### src/rtl/hbi_pkg.sv
package hbi_pkg;
  typedef enum logic {
    BUS_SPLIT_RW = 1'b0,
    BUS_STROBE_DIR = 1'b1
  } bus_kind_e;

  typedef struct packed {
    logic cs_n;
    logic ca;
    logic cb;
    logic cc;
  } pins_t;

  localparam int PINS_W = 4;
  localparam pins_t PINS_IDLE = '{cs_n: 1'b1, ca: 1'b1, cb: 1'b0, cc: 1'b1};
endpackage

### src/rtl/hbi_sync.sv
module hbi_sync #(
  parameter int W = 4,
  parameter int STAGES = 2,
  parameter logic [W-1:0] RST_VAL = '0
) (
  input  logic         clk,
  input  logic         rst_n,
  input  logic [W-1:0] d,
  output logic [W-1:0] q
);
  logic [W-1:0] chain [STAGES];

  always_ff @(posedge clk or negedge rst_n) begin
    if (!rst_n) chain[0] <= RST_VAL;
    else chain[0] <= d;
  end

  generate
    for (genvar i = 1; i < STAGES; i++) begin : g_stage
      always_ff @(posedge clk or negedge rst_n) begin
        if (!rst_n) chain[i] <= RST_VAL;
        else chain[i] <= chain[i-1];
      end
    end
  endgenerate

  assign q = chain[STAGES-1];
endmodule

### src/rtl/hbi_decode.sv
module hbi_decode
  import hbi_pkg::*;
(
  input  bus_kind_e kind,
  input  pins_t     cur,
  input  pins_t     prv,
  output logic      latch_rise,
  output logic      rd_active,
  output logic      wr_active,
  output logic      wr_commit
);
  always_comb begin
    latch_rise = cur.cb & ~prv.cb;
    if (kind == BUS_STROBE_DIR) begin
      rd_active = ~cur.cs_n & ~cur.ca & cur.cc;
      wr_active = ~cur.cs_n & ~cur.ca & ~cur.cc;
      wr_commit = ~prv.ca & cur.ca & ~prv.cs_n & ~prv.cc;
    end else begin
      rd_active = ~cur.cs_n & ~cur.ca;
      wr_active = ~cur.cs_n & ~cur.cc;
      wr_commit = ~prv.cc & cur.cc & ~prv.cs_n;
    end
  end
endmodule

### src/rtl/hbi_top.sv
module hbi_top
  import hbi_pkg::*;
#(
  parameter int DATA_W = 8,
  parameter int ADDR_W = 8,
  parameter int SYNC_STAGES = 2
) (
  input  logic              clk,
  input  logic              rst_n,
  input  logic              mode,
  input  logic              tri_off,
  input  logic              cs_n,
  input  logic              ctl_a,
  input  logic              ctl_b,
  input  logic              ctl_c,
  input  logic [DATA_W-1:0] bus_in,
  output logic [DATA_W-1:0] bus_out,
  output logic              bus_oe,
  output logic [ADDR_W-1:0] rf_addr,
  output logic [DATA_W-1:0] rf_wdata,
  output logic              rf_we,
  output logic              rf_re,
  input  logic [DATA_W-1:0] rf_rdata
);
  pins_t pins_raw, pins_s, pins_p;
  logic [DATA_W-1:0] bus_s;
  logic latch_rise, rd_active, wr_active, wr_commit;
  logic rd_q;
  logic [DATA_W-1:0] wdat_q, rdata_q;
  logic [ADDR_W-1:0] addr_q;
  logic [DATA_W-1:0] wd_q;
  logic we_q;
  bus_kind_e kind;

  assign kind = bus_kind_e'(mode);
  assign pins_raw = '{cs_n: cs_n, ca: ctl_a, cb: ctl_b, cc: ctl_c};

  hbi_sync #(.W(PINS_W), .STAGES(SYNC_STAGES), .RST_VAL(PINS_IDLE)) u_pin_sync (
    .clk(clk), .rst_n(rst_n), .d(pins_raw), .q(pins_s)
  );

  hbi_sync #(.W(DATA_W), .STAGES(SYNC_STAGES), .RST_VAL('0)) u_bus_sync (
    .clk(clk), .rst_n(rst_n), .d(bus_in), .q(bus_s)
  );

  always_ff @(posedge clk or negedge rst_n) begin
    if (!rst_n) pins_p <= PINS_IDLE;
    else pins_p <= pins_s;
  end

  hbi_decode u_dec (
    .kind(kind), .cur(pins_s), .prv(pins_p),
    .latch_rise(latch_rise), .rd_active(rd_active),
    .wr_active(wr_active), .wr_commit(wr_commit)
  );

  always_ff @(posedge clk or negedge rst_n) begin
    if (!rst_n) begin
      addr_q  <= '0;
      wdat_q  <= '0;
      wd_q    <= '0;
      we_q    <= 1'b0;
      rd_q    <= 1'b0;
      rdata_q <= '0;
    end else begin
      if (latch_rise) addr_q <= bus_s[ADDR_W-1:0];
      if (wr_active) wdat_q <= bus_s;
      we_q <= wr_commit;
      if (wr_commit) wd_q <= wdat_q;
      rd_q <= rd_active;
      if (rd_active && !rd_q) rdata_q <= rf_rdata;
    end
  end

  assign rf_addr  = addr_q;
  assign rf_wdata = wd_q;
  assign rf_we    = we_q;
  assign rf_re    = rd_active & ~rd_q;
  assign bus_out  = rdata_q;
  assign bus_oe   = rd_q & ~tri_off;

  // write pulse lasts one cycle
  a_r9_we_single: assert property (@(posedge clk) disable iff (!rst_n)
    rf_we |=> !rf_we);
  // read pulse lasts one cycle
  a_r9_re_single: assert property (@(posedge clk) disable iff (!rst_n)
    rf_re |=> !rf_re);
  // a started read drives the bus next cycle unless test forces off
  a_r4_re_then_oe: assert property (@(posedge clk) disable iff (!rst_n)
    rf_re |=> (bus_oe || tri_off));
  // address only moves after a latch edge
  a_r2_addr_hold: assert property (@(posedge clk) disable iff (!rst_n)
    !latch_rise |=> $stable(rf_addr));
  // a write commit never follows a sample with chip select off
  a_r7_we_cs: assert property (@(posedge clk) disable iff (!rst_n)
    rf_we |-> !$past(pins_p.cs_n));
endmodule

### config.mk
export PLATFORM = sky130hd
export DESIGN_NAME = hbi_top
export DESIGN_NICKNAME = d
export VERILOG_FILES = /design/src/rtl/hbi_pkg.sv /design/src/rtl/hbi_sync.sv /design/src/rtl/hbi_decode.sv /design/src/rtl/hbi_top.sv
export SDC_FILE = /design/constraint.sdc
export NUM_CORES = 1
export LEC_CHECK = 0
export ABC_CLOCK_PERIOD_IN_PS = 4400
export CORE_UTILIZATION = 50
export CTS_BUF_LIST = sky130_fd_sc_hd__clkbuf_2
export DETAILED_ROUTE_END_ITERATION = 7
export DONT_BUFFER_PORTS = 1
export PLACE_DENSITY_LB_ADDON = 0.05
export REMOVE_ABC_BUFFERS = 1
export SYNTH_ARGS = -nofsm -noshare
export SYNTH_HDL_FRONTEND = slang
export SYNTH_SLANG_ARGS = --single-unit
export TNS_END_PERCENT = 50
### constraint.sdc
create_clock -name clk -period 4.4 [get_ports clk]
set_input_delay 0.44 -clock clk [delete_from_list [all_inputs] [get_ports clk]]
set_output_delay 0.44 -clock clk [all_outputs]
set_load 0.005 [all_outputs]
== Word level (Yosys, flattened, before mapping) ==
Index checks and enable logic that the tools add are counted.

* Flip-flop bits (word level): 62
* Bits of input ports: 24
* Output and inout bits: 27
* Logic and storage cells: 40

* Muxes and demuxes: 3
* Bitwise operators: 21
* Reduce and logical (&&, ||, !) cells: 2

{| class="wikitable"
|+ Operator list
! operator !! number
|-
| AND 1 bit || 12
|-
| NOT 1 bit || 9
|-
| 2-to-1 mux 1 bit || 3
|-
| logical AND 1 bit || 1
|-
| zero test 1 bit || 1
|}

== Longest topological paths before layout ==
* Word-level depth: 5
* Depth in mapped cells: 4
* Gate-level depth less buffers: 3

== Modules after synthesis ==
From an unflattened synthesis, not the netlist that was laid out.

* Cell total of the unflattened synthesis: 119
* Area total of the unflattened synthesis: 2,133.3 µm²

{| class="wikitable"
|+ By module, submodules not included
! module !! instances !! cells each !! area an instance (µm²) !! seq. area each (µm²)
|-
| hbi_top || 1 || 76 || 1,383.8 || 954.7
|-
| hbi_sync (u_bus_sync) || 1 || 24 || 460.4 || 400.4
|-
| hbi_sync (u_pin_sync) || 1 || 12 || 237.7 || 207.7
|-
| hbi_decode || 1 || 7 || 51.3 || 0.0
|}

== Worst setup path before layout ==
Ideal clock, no wire load.

* Path kind: flip-flop to flip-flop
* Start: register u_pin_sync.chain, in the netlist u_pin_sync.q[0]
* End: register rdata_q[0] (netlist: bus_out[0])
* Setup time: 0.125 ns
* Arrival time: 1.566 ns
* Data required time: 4.275 ns
* Path slack: 2.709 ns
* Cell stages (with the launch flop): 4
* Path buffers: 0
* Clock period less this slack: 1.691 ns
* Cell sequence: dfstp_2 inv_2 a2111oi_4 mux2_2

* Longest elaborated chain between the ends: 3

{| class="wikitable"
|+ RTL lines
! item !! RTL line !! text
|-
| start, declared || hbi_sync.sv:11 || <nowiki>logic [W-1:0] chain [STAGES];</nowiki>
|-
| start signal, assigned by index || hbi_sync.sv:22 || <nowiki>else chain[i] <= chain[i-1];</nowiki>
|-
| AND 1 bit || hbi_decode.sv:15 || <nowiki>rd_active = ~cur.cs_n & ~cur.ca & cur.cc;</nowiki>
|-
| 2-to-1 mux 1 bit || hbi_decode.sv:14 || <nowiki>if (kind == BUS_STROBE_DIR) begin</nowiki>
|-
| logical AND 1 bit || hbi_top.sv:71 || <nowiki>if (rd_active && !rd_q) rdata_q <= rf_rdata;</nowiki>
|-
| end signal, assigned || hbi_top.sv:71 ||
|-
| end, declared || hbi_top.sv:29 || <nowiki>logic [DATA_W-1:0] wdat_q, rdata_q;</nowiki>
|}

No other way between the ends.
A chain may end at the register's enable or synchronous reset.

== Worst setup path after layout ==
* Start: register u_pin_sync.chain, in the netlist u_pin_sync.q[0]
* End: output rf_re

* Longest elaborated chain between the ends: 3

{| class="wikitable"
|+ RTL lines
! item !! RTL line !! text
|-
| AND 1 bit || hbi_decode.sv:15 ||
|-
| 2-to-1 mux 1 bit || hbi_decode.sv:14 ||
|-
| AND 1 bit || hbi_top.sv:78 || <nowiki>assign rf_re = rd_active & ~rd_q;</nowiki>
|-
| end, declared || hbi_top.sv:22 || <nowiki>output logic rf_re,</nowiki>
|}

No other way between the ends.

==> flow_summary.toml <==
[min_path]
min-delay-path-class = "in -> reg"

[synthesis]
synthDistinctLibCells = 14
synthDominantAreaCellType = "dfrtp_1"
synth_area_leaders = "dfrtp_1 (66%), mux2_2 (18%), dfstp_2 (12%)"
yosysWarnings = 0
synth.yosys.seq_area_share = 0.773
synthesis.instances = 106
yosysTopAreaCellShare = 0.656
avgSynthCellArea_sq_um = 19.1
number_of_storage_elements_in_the_synthesis_netlist = 62
area_of_the_mapped_netlist_sq_mm = 0.00202

[clock_tree]
ctsLongestPathBuffers = 2
clk_latency_ps = 450
cts_sinks = 62
cts_tree = "done"
cts_htree_levels = 3
cts.repair.resized = 0
worst_setup_hold_path_clk_slew_ps = 140
cts.root.buffer_cell = "clkbuf_2"
cts-buffers-inserted = 9

[sta]
timing.max_slew.rel_slack = 0.455
slack_of_the_critical_path_ps = 2180
period_minus_slack_ps = 2220
max_slew.worst_pin.slew_ps = 815
hold_viol = 0
rsz0062_at_grt = "no"
maxSlewViolCount = 0
period_share = 0.506
clock.fmax_mhz = 450
finalSetupViolations = 0
hold_ws_ps = 79.9
totalNegativeSetupSlack_ps = 0
worst_clock_skew_ps = 22.5

[critical_path]
crit_path_start_kind = "register"
cp_num_cells = 2
critPathKind = "reg -> out"
endpoint = "rf_re"
timing.critical_path.to_type = "output pin"
worstPathBufferInverterCount = 1
worst-endpoint-required_ps = 3960
reg2reg_to = "bus_out[4]"
rr_startpoint = "u_pin_sync.q[0]"
timing.critical_path.slowest_cell_delay_ps = 680
worst_path_max_delay_cell = "a2111oi_4"
cp_cell_sequence = "inv_2 > a2111oi_4"
worst-r2r-setup-slack_ps = 2540
path_delay_family = "compound AO/OA/AOI/OAI gates"
critical_path_peak_fanout = 9
startpoint = "u_pin_sync.q[0]"
critical_path_arrival_ps = 1780
rr_worst_depth = 3

[global_route]
grt_antenna_before_repair = 0
grt_start_max_net_pins = 63
vias_in_the_first_global_route = 1008
overflow = 0
first_pass_grt_wire_length_mm = 4.73
grt_use_total = 0.162

[detailed_routing]
drcViolationCount = 0
vias = 927
avgViaCountPerCell = 5.09
wl_per_cell_um = 15.7
routed_wl_mm = 2.86
drt-pass1-iter-count = 4
antenna_left = 0
drt-initial-drc-count = 29

[final_layout]
post_route_cells_drive_above_1_share = 0.425
antenna_cells = 0
layout.cells.most_common = "dfrtp_1"
final_cell_mix = "dfrtp_1 (53), mux2_2 (32), dlygate4sd3_1 (13)"
final_area_sq_mm = 0.00231
syn_to_final_growth_pct = 14.0
net_count_final = 153
stdcell_count = 182

[job]
max_capacitance_violation_count = 0

[floorplan]
die_area_sq_mm = 0.00430
start_util = 0.536
core_region_area_sq_mm = 0.00377
ios = 51
fp.dieW_um = 65.6
standard_cell_row_count = 22
die-height_um = 65.6

[placement]
place.gp.congestion = 0.666
placed_cells = 152
port_buffers = 0
post-place-ws_ps = 2550
dp_hpwl_mm = 1.77
cell_area_after_placement_sq_mm = 0.00207

[status]
outcome = "finished clean"

[power_and_ir_drop]
total_leakage_power_nw = 0.997
power.density_mw_per_mm2 = 454
worst_ir_drop_vdd_mv = 0.251
-- sequential cells by signal (all words and copies together), names as in the netlist, 8 cells and up --
name              count
bus_out               8
rf_addr               8
rf_wdata              8
u_bus_sync.chain      8
u_bus_sync.q          8
wdat_q                8
-- through the flow --
step            util  power [mW]
2_1_floorplan      -       0.767
3_5_place_dp   0.550       0.792
4_1_cts        0.611        1.07
3_3_place_gp   0.550       0.785
5_1_grt        0.611        1.11
6_report       0.611        1.05
-- power by group --
part           internal [mW]  total, mW  leakage, nW  switching (mW)
clock                 0.0748      0.250       0.0561           0.175
combinational         0.0630     0.0964        0.221          0.0334
sequential             0.651      0.702        0.720          0.0508
total                  0.789       1.05        0.997           0.259
-- repair_timing --
| item | CTS | global route |
|---|---|---|
| hold buffers | 14 | 0 |
| setup buffers | 0 | 0 |
| endpoints found under the setup margin | 0 | 0 |
| endpoints found under the hold margin | 74 | 0 |
-- synthesized netlist by cell type (all sizes together) --
library cell and n:
a2111oi 1, dfrtp 53, mux2 32, a211o 1, inv 2, nand2b 1, buf 1, nand3b 1
clkbuf 1, a211oi 2, dfstp 9, nor2b 2
-- cells by family after synthesis --
kind of cell / count (synthesis) / synth area share
and+or+nand+nor: 4 / 0.0130
buffers and inverters: 4 / 0.00804
muxes: 32 / 0.178
AOI/OAI and AO/OA: 4 / 0.0278
DFF: 62 / 0.773
-- area by class of cell --
type	count	area [sq um]
clock buffer	12	60.1
fill	282	1470
clock inverter	4	15.0
tap	48	60.1
multi-input combinational	40	443
timing repair buffer	14	158
sequential	62	1560
inverter	2	7.51
-- per-layer routing --
metal	share of wire	track usage
met5	0	0
met4	0.023	0.139
met3	0.071	0.0694
met2	0.48	0.228
met1	0.42	0.190
-- worst min path at each step --
| stage | endpoint | cells after the start | startpoint | slack (ps) |
|---|---|---|---|---|
| 4_1_cts | rd_q | 1 | mode | 30 |
| 6_report | rd_q | 1 | mode | 80 |
| 2_1_floorplan | bus_out[0] | 0 | rst_n | 140 |
| 3_3_place_gp | rf_we | 0 | rst_n | 150 |
| 5_1_grt | rd_q | 1 | mode | 20 |
| 3_5_place_dp | rf_we | 0 | rst_n | 150 |
No activity file was read; power rests on OpenSTA's default activity.
